<file path="src/rtl/i2c_ctrl_pkg.sv">
package i2c_ctrl_pkg;
  localparam int DATA_W = 8;
  localparam int N_WREG = 4;
  localparam int N_MIRROR = 2;
  localparam int CNT_W = $clog2(DATA_W + 1);
  localparam logic [4:0] DEV_HI = 5'b10000;
  // writable addresses, index 0 is register A
  localparam logic [N_WREG*DATA_W-1:0] WR_ADDRS = {8'h22, 8'h11, 8'h09, 8'h08};
  // mirror i reads back register i
  localparam logic [N_MIRROR*DATA_W-1:0] MIR_ADDRS = {8'h06, 8'h05};
  localparam logic [DATA_W-1:0] PTR_RST = 8'h05;

  typedef enum logic [3:0] {
    ST_IDLE,
    ST_ADDR,
    ST_ADDR_ACK,
    ST_SUB,
    ST_SUB_ACK,
    ST_WR,
    ST_WR_ACK,
    ST_RD,
    ST_RD_ACK
  } slv_st_e;
endpackage

</file>
<file path="src/rtl/i2c_bus_events.sv">
module i2c_bus_events (
  input  logic clk_i,
  input  logic rst_ni,
  input  logic scl_i,
  input  logic sda_i,
  output logic scl_rise_o,
  output logic scl_fall_o,
  output logic start_o,
  output logic stop_o
);
  logic scl_q, sda_q;

  always_ff @(posedge clk_i or negedge rst_ni) begin
    if (!rst_ni) begin
      scl_q <= 1'b1;
      sda_q <= 1'b1;
    end else begin
      scl_q <= scl_i;
      sda_q <= sda_i;
    end
  end

  assign scl_rise_o = scl_i & ~scl_q;
  assign scl_fall_o = ~scl_i & scl_q;
  // data edges while the clock stays high
  assign start_o = scl_i & scl_q & sda_q & ~sda_i;
  assign stop_o  = scl_i & scl_q & ~sda_q & sda_i;
endmodule

</file>
<file path="src/rtl/i2c_reg_map.sv">
module i2c_reg_map
  import i2c_ctrl_pkg::*;
(
  input  logic                          clk_i,
  input  logic                          rst_ni,
  input  logic [DATA_W-1:0]             chk_addr_i,
  output logic                          chk_ok_o,
  input  logic [DATA_W-1:0]             ptr_i,
  output logic [DATA_W-1:0]             ptr_next_o,
  output logic [DATA_W-1:0]             rd_data_o,
  input  logic                          wr_i,
  input  logic [DATA_W-1:0]             wr_data_i,
  output logic [N_WREG-1:0]             wr_hit_o,
  output logic [N_WREG-1:0][DATA_W-1:0] ctl_o
);
  logic [N_WREG-1:0][DATA_W-1:0] regs_q;

  always_comb begin
    chk_ok_o = 1'b0;
    for (int i = 0; i < N_WREG; i++)
      if (chk_addr_i == WR_ADDRS[i*DATA_W +: DATA_W]) chk_ok_o = 1'b1;
    for (int j = 0; j < N_MIRROR; j++)
      if (chk_addr_i == MIR_ADDRS[j*DATA_W +: DATA_W]) chk_ok_o = 1'b1;
  end

  // smallest valid address above the pointer, else hold
  always_comb begin
    logic found;
    found = 1'b0;
    ptr_next_o = ptr_i;
    for (int i = 0; i < N_WREG; i++) begin
      if (WR_ADDRS[i*DATA_W +: DATA_W] > ptr_i &&
          (!found || WR_ADDRS[i*DATA_W +: DATA_W] < ptr_next_o)) begin
        ptr_next_o = WR_ADDRS[i*DATA_W +: DATA_W];
        found = 1'b1;
      end
    end
    for (int j = 0; j < N_MIRROR; j++) begin
      if (MIR_ADDRS[j*DATA_W +: DATA_W] > ptr_i &&
          (!found || MIR_ADDRS[j*DATA_W +: DATA_W] < ptr_next_o)) begin
        ptr_next_o = MIR_ADDRS[j*DATA_W +: DATA_W];
        found = 1'b1;
      end
    end
  end

  always_comb begin
    rd_data_o = '0;
    for (int i = 0; i < N_WREG; i++)
      if (ptr_i == WR_ADDRS[i*DATA_W +: DATA_W]) rd_data_o = regs_q[i];
    for (int j = 0; j < N_MIRROR; j++)
      if (ptr_i == MIR_ADDRS[j*DATA_W +: DATA_W]) rd_data_o = regs_q[j];
  end

  generate
    for (genvar g = 0; g < N_WREG; g++) begin : g_hit
      assign wr_hit_o[g] = wr_i && (ptr_i == WR_ADDRS[g*DATA_W +: DATA_W]);
    end
  endgenerate

  always_ff @(posedge clk_i or negedge rst_ni) begin
    if (!rst_ni) begin
      regs_q <= '0;
    end else begin
      for (int i = 0; i < N_WREG; i++)
        if (wr_hit_o[i]) regs_q[i] <= wr_data_i;
    end
  end

  assign ctl_o = regs_q;
endmodule

</file>
<file path="src/rtl/i2c_slave_fsm.sv">
module i2c_slave_fsm
  import i2c_ctrl_pkg::*;
(
  input  logic              clk_i,
  input  logic              rst_ni,
  input  logic              scl_rise_i,
  input  logic              scl_fall_i,
  input  logic              start_i,
  input  logic              stop_i,
  input  logic              sda_i,
  input  logic              strap_a2_i,
  input  logic              strap_a1_i,
  output logic [DATA_W-1:0] shreg_o,
  input  logic              sub_ok_i,
  output logic [DATA_W-1:0] ptr_o,
  input  logic [DATA_W-1:0] ptr_next_i,
  input  logic [DATA_W-1:0] rd_data_i,
  output logic              wr_o,
  output logic              sda_pull_o
);
  localparam logic [CNT_W-1:0] CNT_FULL = CNT_W'(DATA_W);

  slv_st_e           state_q;
  logic [CNT_W-1:0]  cnt_q;
  logic [DATA_W-1:0] shreg_q;
  logic [DATA_W-1:0] ptr_q;
  logic              rw_q;
  logic              mack_q;
  logic              pull_q;
  logic              byte_end;
  logic              dev_hit;

  assign byte_end = scl_fall_i && (cnt_q == CNT_FULL);
  assign dev_hit  = (shreg_q[7:1] == {DEV_HI, strap_a2_i, strap_a1_i});
  assign wr_o     = (state_q == ST_WR) && byte_end;

  always_ff @(posedge clk_i or negedge rst_ni) begin
    if (!rst_ni) begin
      state_q <= ST_IDLE;
      cnt_q   <= '0;
      shreg_q <= '0;
      ptr_q   <= PTR_RST;
      rw_q    <= 1'b0;
      mack_q  <= 1'b0;
      pull_q  <= 1'b0;
    end else if (start_i) begin
      state_q <= ST_ADDR;
      cnt_q   <= '0;
      pull_q  <= 1'b0;
    end else if (stop_i) begin
      state_q <= ST_IDLE;
      pull_q  <= 1'b0;
    end else begin
      unique case (state_q)
        ST_ADDR, ST_SUB, ST_WR: begin
          if (scl_rise_i && cnt_q != CNT_FULL) begin
            shreg_q <= {shreg_q[DATA_W-2:0], sda_i};
            cnt_q   <= cnt_q + 1'b1;
          end
          if (byte_end) begin
            cnt_q <= '0;
            if (state_q == ST_ADDR) begin
              if (dev_hit) begin
                rw_q    <= shreg_q[0];
                pull_q  <= 1'b1;
                state_q <= ST_ADDR_ACK;
              end else begin
                state_q <= ST_IDLE;
              end
            end else if (state_q == ST_SUB) begin
              if (sub_ok_i) begin
                ptr_q   <= shreg_q;
                pull_q  <= 1'b1;
                state_q <= ST_SUB_ACK;
              end else begin
                state_q <= ST_IDLE;
              end
            end else begin
              ptr_q   <= ptr_next_i;
              pull_q  <= 1'b1;
              state_q <= ST_WR_ACK;
            end
          end
        end
        ST_ADDR_ACK: begin
          if (scl_fall_i) begin
            if (rw_q) begin
              shreg_q <= rd_data_i;
              pull_q  <= ~rd_data_i[DATA_W-1];
              ptr_q   <= ptr_next_i;
              cnt_q   <= '0;
              state_q <= ST_RD;
            end else begin
              pull_q  <= 1'b0;
              state_q <= ST_SUB;
            end
          end
        end
        ST_SUB_ACK, ST_WR_ACK: begin
          if (scl_fall_i) begin
            pull_q  <= 1'b0;
            state_q <= ST_WR;
          end
        end
        ST_RD: begin
          if (scl_rise_i) cnt_q <= cnt_q + 1'b1;
          if (scl_fall_i) begin
            if (cnt_q == CNT_FULL) begin
              pull_q  <= 1'b0;
              state_q <= ST_RD_ACK;
            end else begin
              shreg_q <= {shreg_q[DATA_W-2:0], 1'b0};
              pull_q  <= ~shreg_q[DATA_W-2];
            end
          end
        end
        ST_RD_ACK: begin
          if (scl_rise_i) mack_q <= ~sda_i;
          if (scl_fall_i) begin
            if (mack_q) begin
              shreg_q <= rd_data_i;
              pull_q  <= ~rd_data_i[DATA_W-1];
              ptr_q   <= ptr_next_i;
              cnt_q   <= '0;
              state_q <= ST_RD;
            end else begin
              state_q <= ST_IDLE;
            end
          end
        end
        default: ;
      endcase
    end
  end

  assign shreg_o    = shreg_q;
  assign ptr_o      = ptr_q;
  assign sda_pull_o = pull_q;
endmodule

</file>
<file path="src/rtl/i2c_ctrl_regs.sv">
module i2c_ctrl_regs
  import i2c_ctrl_pkg::*;
(
  input  logic       clk_i,
  input  logic       rst_ni,
  input  logic       scl_i,
  input  logic       sda_i,
  input  logic       strap_a2_i,
  input  logic       strap_a1_i,
  output logic       sda_pull_o,
  output logic [7:0] ctl_a_o,
  output logic [7:0] ctl_b_o,
  output logic [7:0] ctl_c_o,
  output logic [7:0] ctl_d_o
);
  logic scl_rise, scl_fall, bus_start, bus_stop;
  logic [DATA_W-1:0] shreg, ptr, ptr_next, rd_data;
  logic sub_ok, wr;
  logic [N_WREG-1:0] wr_hit;
  logic [N_WREG-1:0][DATA_W-1:0] ctl;

  i2c_bus_events i_events (
    .clk_i      (clk_i),
    .rst_ni     (rst_ni),
    .scl_i      (scl_i),
    .sda_i      (sda_i),
    .scl_rise_o (scl_rise),
    .scl_fall_o (scl_fall),
    .start_o    (bus_start),
    .stop_o     (bus_stop)
  );

  i2c_slave_fsm i_fsm (
    .clk_i      (clk_i),
    .rst_ni     (rst_ni),
    .scl_rise_i (scl_rise),
    .scl_fall_i (scl_fall),
    .start_i    (bus_start),
    .stop_i     (bus_stop),
    .sda_i      (sda_i),
    .strap_a2_i (strap_a2_i),
    .strap_a1_i (strap_a1_i),
    .shreg_o    (shreg),
    .sub_ok_i   (sub_ok),
    .ptr_o      (ptr),
    .ptr_next_i (ptr_next),
    .rd_data_i  (rd_data),
    .wr_o       (wr),
    .sda_pull_o (sda_pull_o)
  );

  i2c_reg_map i_map (
    .clk_i      (clk_i),
    .rst_ni     (rst_ni),
    .chk_addr_i (shreg),
    .chk_ok_o   (sub_ok),
    .ptr_i      (ptr),
    .ptr_next_o (ptr_next),
    .rd_data_o  (rd_data),
    .wr_i       (wr),
    .wr_data_i  (shreg),
    .wr_hit_o   (wr_hit),
    .ctl_o      (ctl)
  );

  assign ctl_a_o = ctl[0];
  assign ctl_b_o = ctl[1];
  assign ctl_c_o = ctl[2];
  assign ctl_d_o = ctl[3];
endmodule

</file>
<file path="config.mk">
export PLATFORM = sky130hd
export DESIGN_NAME = i2c_ctrl_regs
export DESIGN_NICKNAME = d
export VERILOG_FILES = /design/src/rtl/i2c_ctrl_pkg.sv /design/src/rtl/i2c_bus_events.sv /design/src/rtl/i2c_reg_map.sv /design/src/rtl/i2c_slave_fsm.sv /design/src/rtl/i2c_ctrl_regs.sv
export SDC_FILE = /design/constraint.sdc
export NUM_CORES = 1
export LEC_CHECK = 0
export ABC_CLOCK_PERIOD_IN_PS = 4800
export CELL_PAD_IN_SITES_DETAIL_PLACEMENT = 0
export CELL_PAD_IN_SITES_GLOBAL_PLACEMENT = 2
export CORE_MARGIN = 4
export CORE_UTILIZATION = 39
export DETAILED_ROUTE_END_ITERATION = 8
export GPL_TIMING_DRIVEN = 0
export PLACE_DENSITY = 0.88
export SLEW_MARGIN = 25
export SYNTH_ARGS = -nofsm -noshare
export SYNTH_HDL_FRONTEND = slang
export SYNTH_SLANG_ARGS = --single-unit
</file>
<file path="constraint.sdc">
create_clock -name clk_i -period 4.8 [get_ports clk_i]
set_input_delay 0.96 -clock clk_i [delete_from_list [all_inputs] [get_ports clk_i]]
set_output_delay 0.96 -clock clk_i [all_outputs]
set_load 0.01 [all_outputs]
</file>
==> impl_metrics.prom, run 1 <==
# TYPE chip_impl_metric gauge
chip_impl_metric{name="clock_skew",unit="ns"} 0.0117
chip_impl_metric{name="cap_violations",unit=""} 0
chip_impl_metric{name="final_net_count",unit=""} 474
chip_impl_metric{name="average_wire_per_cell_in_the_routed_design",unit="um"} 19.2
chip_impl_metric{name="placed_area",unit="sq um"} 4380
chip_impl_metric{name="synth_enable_flop_cells",unit=""} 0
chip_impl_metric{name="post_cts_buffers",unit=""} 0
chip_impl_metric{name="postSynth.asyncResetShare",unit="%"} 100
chip_impl_metric{name="ff2ff_path_depth",unit=""} 5
chip_impl_info{name="ys_dominant_reg_cell",value="dfrtp_1"} 1
chip_impl_metric{name="cts_resized",unit=""} 0
chip_impl_metric{name="dp.final_hpwl",unit="um"} 8320
chip_impl_metric{name="top_level_ports",unit=""} 39
chip_impl_metric{name="critPathMaxFanout",unit=""} 8
chip_impl_metric{name="number_of_failing_hold_endpoints_at_the_final_stage",unit=""} 0
chip_impl_metric{name="grt_use_total",unit="%"} 21.2
chip_impl_info{name="regToRegStartpoint",value="i_fsm.ptr_o[0]"} 1
chip_impl_metric{name="syn_avg_cell_area",unit="sq um"} 9.17
chip_impl_metric{name="total_leakage_power",unit="nW"} 1.96
chip_impl_info{name="synth_most_common_cell",value="dfrtp_1"} 1
chip_impl_metric{name="fmax",unit="MHz"} 331
chip_impl_metric{name="worst_hold_slack",unit="ns"} 0.479
chip_impl_metric{name="grt_max_degree",unit=""} 33
chip_impl_metric{name="cts.clk_slew.worst_paths",unit="ns"} 0.07
chip_impl_metric{name="postSynthNetCount",unit=""} 424
chip_impl_metric{name="number_of_buffers_inserted_during_clock_tree_synthesis",unit=""} 9
chip_impl_metric{name="yosysTopAreaCellShare",unit="%"} 37.4
chip_impl_metric{name="setup_tns",unit="ns"} 0
chip_impl_metric{name="floorplan.die.height",unit="um"} 107
chip_impl_metric{name="fillerInstances",unit=""} 933
chip_impl_metric{name="grt_overflow_total",unit=""} 0
chip_impl_metric{name="design.core.area",unit="sq um"} 9370
chip_impl_info{name="critical_path_class",value="in -> reg"} 1
chip_impl_info{name="outcome",value="complete, no violations"} 1
chip_impl_metric{name="layout_worst_path_cycle_share",unit="%"} 63.0
chip_impl_metric{name="drcViolationCount",unit=""} 0
chip_impl_metric{name="slew_headroom",unit="%"} 51.9
chip_impl_info{name="synth_area_leaders",value="dfrtp_1 37%, mux2_1 9.4%, a21oi_1 4.3%"} 1
chip_impl_info{name="synth.top_cells.by_count",value="57 x dfrtp_1, 33 x a21oi_1, 32 x mux2_1"} 1
chip_impl_metric{name="number_of_setup_violations_in_the_final_report",unit=""} 0
chip_impl_metric{name="post_synthesis_sequential_element_count",unit=""} 61
chip_impl_metric{name="gate_count_after_technology_mapping",unit=""} 416
chip_impl_metric{name="area_growth",unit="%"} 20.9
chip_impl_metric{name="drt.antenna.violating_nets",unit=""} 0
chip_impl_metric{name="min_period",unit="ns"} 3.02
chip_impl_info{name="end_point_of_the_critical_path",value="i_map.ctl_o[0]"} 1
chip_impl_metric{name="number_of_iterations_in_the_first_detailed_routing_pass",unit=""} 5
chip_impl_metric{name="clock-sinks",unit=""} 61
chip_impl_metric{name="vdd_drop_max",unit="mV"} 0.218
chip_impl_metric{name="worst-endpoint-required",unit="ns"} 5.02
chip_impl_info{name="worstReg2RegEnd",value="i_map.ctl_o[19]"} 1
chip_impl_info{name="min_path_type",value="reg -> reg"} 1
chip_impl_metric{name="power_per_cell_area",unit="nW/um^2"} 375
chip_impl_metric{name="floorplan.die_area",unit="sq um"} 11400
chip_impl_metric{name="gp_congestion",unit=""} 0.891
chip_impl_info{name="rsz0062_at_grt",value="no"} 1
chip_impl_info{name="timing.critical_path.slowest_stage_cell",value="nor2_2"} 1
chip_impl_metric{name="yosysWarnings",unit=""} 0
chip_impl_metric{name="source_to_sink_clock_delay_at_the_later_pin_of_the_worst_skew_pair",unit="ns"} 0.35
chip_impl_metric{name="register_area_share_after_synthesis",unit="%"} 40.1
chip_impl_metric{name="final_layout_size_suffix_gt1_share",unit="%"} 11.0
chip_impl_metric{name="antenna_cell_count",unit=""} 0
chip_impl_info{name="crit_start",value="scl_i"} 1
chip_impl_metric{name="syn-cell-area",unit="sq um"} 3820
chip_impl_metric{name="r2r_setup_slack",unit="ns"} 2.22
chip_impl_metric{name="final_critical_path_setup_slack",unit="ns"} 1.78
chip_impl_metric{name="total_power",unit="mW"} 1.73
chip_impl_metric{name="cts_hold_repair.buffers",unit=""} 0
chip_impl_metric{name="initial_core_util",unit="%"} 40.7
chip_impl_metric{name="post_placement_setup_slack",unit="ns"} 1.45
chip_impl_metric{name="detail_route.iter0.violations",unit=""} 230
chip_impl_metric{name="drt_wl_total",unit="um"} 11500
chip_impl_metric{name="route.detailed.vias_per_inst",unit=""} 5.76
chip_impl_metric{name="port_buffers",unit=""} 38
chip_impl_info{name="synth_top_area_cell",value="dfrtp_1"} 1
chip_impl_metric{name="deepest_level_of_the_cts_h_tree",unit=""} 3
chip_impl_metric{name="critical-path-max-stage-delay",unit="ns"} 0.57
chip_impl_metric{name="first_pass_grt_wire_length",unit="um"} 19000
chip_impl_info{name="tritoncts",value="done"} 1
chip_impl_metric{name="timing.final.max_slew_violations",unit=""} 0
chip_impl_metric{name="yosysUniqueCellTypes",unit=""} 63
chip_impl_metric{name="antenna_found_initial",unit=""} 0
chip_impl_metric{name="arrival",unit="ns"} 3.25
chip_impl_info{name="root_buffer",value="clkbuf_8"} 1
chip_impl_metric{name="cts_max_path_buffers",unit=""} 2
chip_impl_metric{name="design_area",unit="sq um"} 4610
chip_impl_metric{name="floorplan_die_width",unit="um"} 107
chip_impl_metric{name="floorplan.rows",unit=""} 35
chip_impl_info{name="path_cells",value="clkdlybuf4s50_1, nor2b_1, buf_2, nand2_1, nor2_1, nand3b_1, nor2_2, mux2_1"} 1
chip_impl_metric{name="tightestPinTransition",unit="ns"} 0.717
chip_impl_info{name="critPathCaptureType",value="flip-flop"} 1
chip_impl_info{name="worstSetupStartpointType",value="input port"} 1
chip_impl_metric{name="grt_pass1_vias",unit=""} 3463
chip_impl_metric{name="vias",unit=""} 3456
[power breakdown]
part | leakage [nW] | total (mW) | internal (mW) | switching [mW]
Sequential | 0.806 | 0.628 | 0.577 | 0.0510
Combinational | 1.03 | 0.541 | 0.182 | 0.359
Clock | 0.116 | 0.558 | 0.336 | 0.222
[registers in the layout, summed over array words and instances (netlist names)]
signal	flops
i_events.scl_q	1
i_events.sda_q	1
i_fsm.cnt_q	4
i_fsm.mack_q	1
i_fsm.ptr_o	8
i_fsm.rw_q	1
i_fsm.sda_pull_o	1
i_fsm.shreg_o	8
i_fsm.state_q	4
i_map.ctl_o	32
[how the worst min path moves through the flow]
stage / from / to / cells past startpoint
2_1_floorplan: i_fsm.cnt_q[3] / i_fsm.cnt_q[3] / 1
5_1_grt: i_fsm.cnt_q[3] / i_fsm.cnt_q[3] / 1
3_3_place_gp: i_fsm.cnt_q[3] / i_fsm.cnt_q[3] / 1
6_report: i_fsm.cnt_q[3] / i_fsm.cnt_q[3] / 1
3_5_place_dp: i_fsm.cnt_q[3] / i_fsm.cnt_q[3] / 1
4_1_cts: i_fsm.cnt_q[3] / i_fsm.cnt_q[3] / 1
[cells in the final DEF (no fill, tap or decap), types with 3 or more instances in the layout]
cell             netlist  routed
dfrtp_1               57      57
clkdlybuf4s50_1        0      37
a21oi_1               33      33
mux2_1                32      32
nor2_1                29      29
nand2_1               27      27
o21ai_0               20      20
clkbuf_1              17      18
nand3_1               18      18
nor3_1                15      15
nand2b_1              14      14
clkbuf_8               0      12
buf_2                 11      11
o31ai_1               11      11
mux2i_1                9       9
inv_1                  7       7
nor2b_1                7       7
a31oi_1                6       6
o22ai_1                5       5
a211oi_1               5       5
and3_1                 5       5
nand3b_1               4       4
nor2_2                 4       4
or2_2                  4       4
o21ai_1                4       4
dfstp_2                4       4
or4_1                  3       3
and2_1                 3       3
xnor2_1                3       3
nor4_1                 3       3
o21bai_1               3       3
a31o_2                 3       3
o21a_1                 3       3
a221oi_1               3       3
[layout make-up]
| class | instances | area [sq um] | share of cell area [%] |
|---|---|---|---|
| clock buffer | 13 | 169 | 3.66 |
| multi-input combinational | 317 | 2120 | 46.0 |
| buffer | 31 | 139 | 3.01 |
| clock inverter | 3 | 67.6 | 1.47 |
| inverter | 7 | 26.3 | 0.570 |
| timing repair buffer | 39 | 398 | 8.63 |
| sequential | 61 | 1530 | 33.2 |
| tap | 129 | 161 | 3.50 |
[routing by layer]
metal / share of wire (%) / track usage [%] / vias to the layer above
li1: - / - / 1643
met1: 50 / 32.3 / 1708
met2: 45 / 31.7 / 92
met3: 3.6 / 2.89 / 13
met4: 1.2 / 5.21 / 0
met5: 0 / 0 / -
[metrics by stage]
step                util [%]  cells
floorplan                  -    416
global placement        46.5    583
detailed placement      46.7    584
CTS                     49.2    600
global route            49.2    600
finish                  49.2    600
[cells by family (layout without fill, tap and decap cells)]
| kind of cell | after synthesis | in the layout | synth area share, % |
|---|---|---|---|
| simple gates | 154 | 154 | 22.5 |
| compound gates | 115 | 115 | 19.3 |
| flops | 61 | 61 | 40.1 |
| mux | 42 | 42 | 12.1 |
| buf+inv | 38 | 93 | 4.33 |
| xor+xnor | 4 | 4 | 0.918 |
| fa+ha+maj | 2 | 2 | 0.656 |
[critical path, delay by kind of cell]
family                 cells  cell delay [ns]
AND/OR/NAND/NOR            5             1.17
buffers and inverters      2             0.72
multiplexers               1             0.39
Power figures use the tool's default switching activity.
==> run 2, diff against run 1 <==
--- a/config.mk
+++ b/config.mk
@@ -5,14 +5,14 @@
 export SDC_FILE = /design/constraint.sdc
 export NUM_CORES = 1
 export LEC_CHECK = 0
-export ABC_CLOCK_PERIOD_IN_PS = 4800
+export ABC_CLOCK_PERIOD_IN_PS = 2700
 export CELL_PAD_IN_SITES_DETAIL_PLACEMENT = 0
 export CELL_PAD_IN_SITES_GLOBAL_PLACEMENT = 2
 export CORE_MARGIN = 4
-export CORE_UTILIZATION = 39
+export CORE_UTILIZATION = 32
 export DETAILED_ROUTE_END_ITERATION = 8
 export GPL_TIMING_DRIVEN = 0
-export PLACE_DENSITY = 0.88
+export PLACE_DENSITY = 0.78
 export SLEW_MARGIN = 25
 export SYNTH_ARGS = -nofsm -noshare
 export SYNTH_HDL_FRONTEND = slang
==> constraint.sdc (replaced) <==
create_clock -name clk_i -period 2.7 [get_ports clk_i]
set_input_delay 0.54 -clock clk_i [delete_from_list [all_inputs] [get_ports clk_i]]
set_output_delay 0.54 -clock clk_i [all_outputs]
set_load 0.01 [all_outputs]
==> run 2 against run 1 <==
  * Sequential cell count is the same
  * Die area rose by 20%
  * Total power rose by 82%
==> impl_metrics.prom, run 2 (synthesized netlist as in run 1, its figures left out) <==
# TYPE chip_impl_metric gauge
chip_impl_metric{name="timing.final.max_slew_violations",unit=""} 0
chip_impl_metric{name="r2r_setup_slack",unit="ns"} 0.22
chip_impl_info{name="min_path_type",value="in -> async"} 1
chip_impl_metric{name="final_net_count",unit=""} 475
chip_impl_metric{name="tightestPinTransition",unit="ns"} 0.802
chip_impl_metric{name="number_of_setup_violations_in_the_final_report",unit=""} 0
chip_impl_metric{name="gp_congestion",unit=""} 0.864
chip_impl_metric{name="deepest_level_of_the_cts_h_tree",unit=""} 3
chip_impl_info{name="layout_common_cells",value="57 x dfrtp_1, 37 x clkdlybuf4s50_1, 33 x a21oi_1, 32 x mux2_1, 29 x nor2_1"} 1
chip_impl_metric{name="route.detailed.vias_per_inst",unit=""} 5.65
chip_impl_metric{name="cap_violations",unit=""} 0
chip_impl_metric{name="grt_overflow_total",unit=""} 0
chip_impl_metric{name="drcViolationCount",unit=""} 0
chip_impl_info{name="critPathCaptureType",value="flip-flop"} 1
chip_impl_metric{name="clock_skew",unit="ns"} 0.00546
chip_impl_metric{name="cts_max_path_buffers",unit=""} 2
chip_impl_metric{name="number_of_buffers_inserted_during_clock_tree_synthesis",unit=""} 9
chip_impl_info{name="tritoncts",value="done"} 1
chip_impl_metric{name="largest_reg_flops",unit=""} 32
chip_impl_info{name="path_cells",value="clkdlybuf4s50_1, nor2b_1, buf_2, nand2_1, nor2_1, nand3b_1, nor2_2, mux2_1"} 1
chip_impl_metric{name="floorplan_die_width",unit="um"} 117
chip_impl_metric{name="final_cell_count_without_fillers",unit=""} 615
chip_impl_info{name="critical-path-top-delay-family",value="simple AND/OR/NAND/NOR gates"} 1
chip_impl_metric{name="worstPathBufferInverterCount",unit=""} 2
chip_impl_metric{name="power_per_cell_area",unit="nW/um^2"} 671
chip_impl_metric{name="arrival",unit="ns"} 2.79
chip_impl_metric{name="fillerInstances",unit=""} 1120
chip_impl_metric{name="drt_wl_total",unit="um"} 11600
chip_impl_metric{name="ff_latch_area",unit="sq um"} 1530
chip_impl_metric{name="grt_pass1_vias",unit=""} 3510
chip_impl_metric{name="number_of_iterations_in_the_first_detailed_routing_pass",unit=""} 5
chip_impl_metric{name="number_of_failing_hold_endpoints_at_the_final_stage",unit=""} 0
chip_impl_metric{name="total_power",unit="mW"} 3.15
chip_impl_metric{name="top_level_ports",unit=""} 39
chip_impl_metric{name="dp.final_hpwl",unit="um"} 8450
chip_impl_info{name="worstSetupStartpointType",value="input port"} 1
chip_impl_metric{name="fmax",unit="MHz"} 388
chip_impl_metric{name="vdd_drop_max",unit="mV"} 0.281
chip_impl_metric{name="slew_headroom",unit="%"} 46.1
chip_impl_info{name="root_buffer",value="clkbuf_16"} 1
chip_impl_metric{name="design_area",unit="sq um"} 4700
chip_impl_metric{name="total_leakage_power",unit="nW"} 1.99
chip_impl_metric{name="cts.clk_slew.worst_paths",unit="ns"} 0.05
chip_impl_metric{name="final_layout_size_suffix_gt1_share",unit="%"} 11.4
chip_impl_metric{name="antenna_found_initial",unit=""} 0
chip_impl_metric{name="min_period",unit="ns"} 2.58
chip_impl_metric{name="dpl.cell_count",unit=""} 598
chip_impl_metric{name="first_pass_grt_wire_length",unit="um"} 19400
chip_impl_metric{name="floorplan.die.height",unit="um"} 117
chip_impl_metric{name="port_buffers",unit=""} 38
chip_impl_metric{name="worst-endpoint-required",unit="ns"} 2.91
chip_impl_metric{name="cts_hold_repair.buffers",unit=""} 0
chip_impl_metric{name="placed_area",unit="sq um"} 4390
chip_impl_info{name="layout.cells.most_common",value="dfrtp_1"} 1
chip_impl_metric{name="grt_use_total",unit="%"} 18.3
chip_impl_metric{name="multiInputGateArea",unit="sq um"} 2130
chip_impl_metric{name="vias",unit=""} 3476
chip_impl_metric{name="initial_core_util",unit="%"} 33.0
chip_impl_metric{name="layout_worst_path_cycle_share",unit="%"} 95.5
chip_impl_metric{name="floorplan.die_area",unit="sq um"} 13700
chip_impl_info{name="rsz0062_at_grt",value="yes"} 1
chip_impl_metric{name="area_growth",unit="%"} 23.1
chip_impl_info{name="outcome",value="complete, no violations"} 1
chip_impl_metric{name="critPathMaxFanout",unit=""} 8
chip_impl_metric{name="antenna_cell_count",unit=""} 0
chip_impl_metric{name="post_placement_setup_slack",unit="ns"} -0.255
chip_impl_metric{name="grt_max_degree",unit=""} 37
chip_impl_metric{name="source_to_sink_clock_delay_at_the_later_pin_of_the_worst_skew_pair",unit="ns"} 0.33
chip_impl_metric{name="design.core.area",unit="sq um"} 11600
chip_impl_info{name="timing.critical_path.slowest_stage_cell",value="nor2_2"} 1
chip_impl_metric{name="critical-path-max-stage-delay",unit="ns"} 0.55
chip_impl_metric{name="floorplan.rows",unit=""} 39
chip_impl_metric{name="detail_route.iter0.violations",unit=""} 239
chip_impl_metric{name="average_wire_per_cell_in_the_routed_design",unit="um"} 18.9
chip_impl_metric{name="clock-sinks",unit=""} 61
chip_impl_metric{name="final_critical_path_setup_slack",unit="ns"} 0.120
chip_impl_info{name="critical_path_class",value="in -> reg"} 1
chip_impl_metric{name="drt.antenna.violating_nets",unit=""} 0
==> run 2: cell types whose count changed in the layout (fill, tap and decap cells not counted), sizes merged <==
cell and change:
clkinv +3, buf +1, clkbuf -1, bufinv -2
==> run 2: routing by layer <==
layer  up-vias  track usage [%]  share of wire [%]
met1      1748             26.2                 49
met4         0             7.42                1.9
met2        71             28.0                 46
met3        16             2.31                3.2
met5         -                0                  0
li1       1641                -                  -
==> run 2: cell type report <==
type | count | share of cell area, %
plain buffers | 31 | 2.96
clock buffers | 12 | 5.46
clock inverters | 4 | 0.479
inverters | 7 | 0.559
multi-input cells | 317 | 45.2
flip-flops and latches | 61 | 32.6
well taps | 143 | 3.81
repair buffers | 40 | 8.89
==> run 2: path summary, 6_finish.rpt <==
check,from,to,cells past startpoint
setup reg to reg,i_fsm.ptr_o[2],i_fsm.shreg_o[3],7
min in group clk_i,i_fsm.cnt_q[3],i_fsm.cnt_q[3],1
max in group asynchronous,rst_ni,i_events.scl_q,2
hold / removal,rst_ni,i_map.ctl_o[5],1
setup / recovery,scl_i,i_map.ctl_o[6],8
hold reg to reg,i_fsm.cnt_q[3],i_fsm.cnt_q[3],1
==> run 2: stage by stage <==
step           TNS (ns)  util (%)  hold WS (ns)
2_1_floorplan         0         -         0.244
3_3_place_gp     -63.77      37.8         0.455
3_5_place_dp      -5.49      38.0         0.464
4_1_cts               0      40.4         0.127
5_1_grt          -0.222      40.6         0.145
6_report              0      40.6         0.122
==> run 2: what timing repair did <==
action                                  4_1_cts  5_1_grt
endpoints found under the setup margin        0       21
gates resized for setup                       0        1
buffers inserted                              0        1
==> run 2: power breakdown <==
group	switching (mW)	leakage, nW	internal (mW)	total (mW)
Sequential	0.0881	0.806	1.03	1.12
Combinational	0.634	1.04	0.325	0.959
Clock	0.412	0.138	0.666	1.08
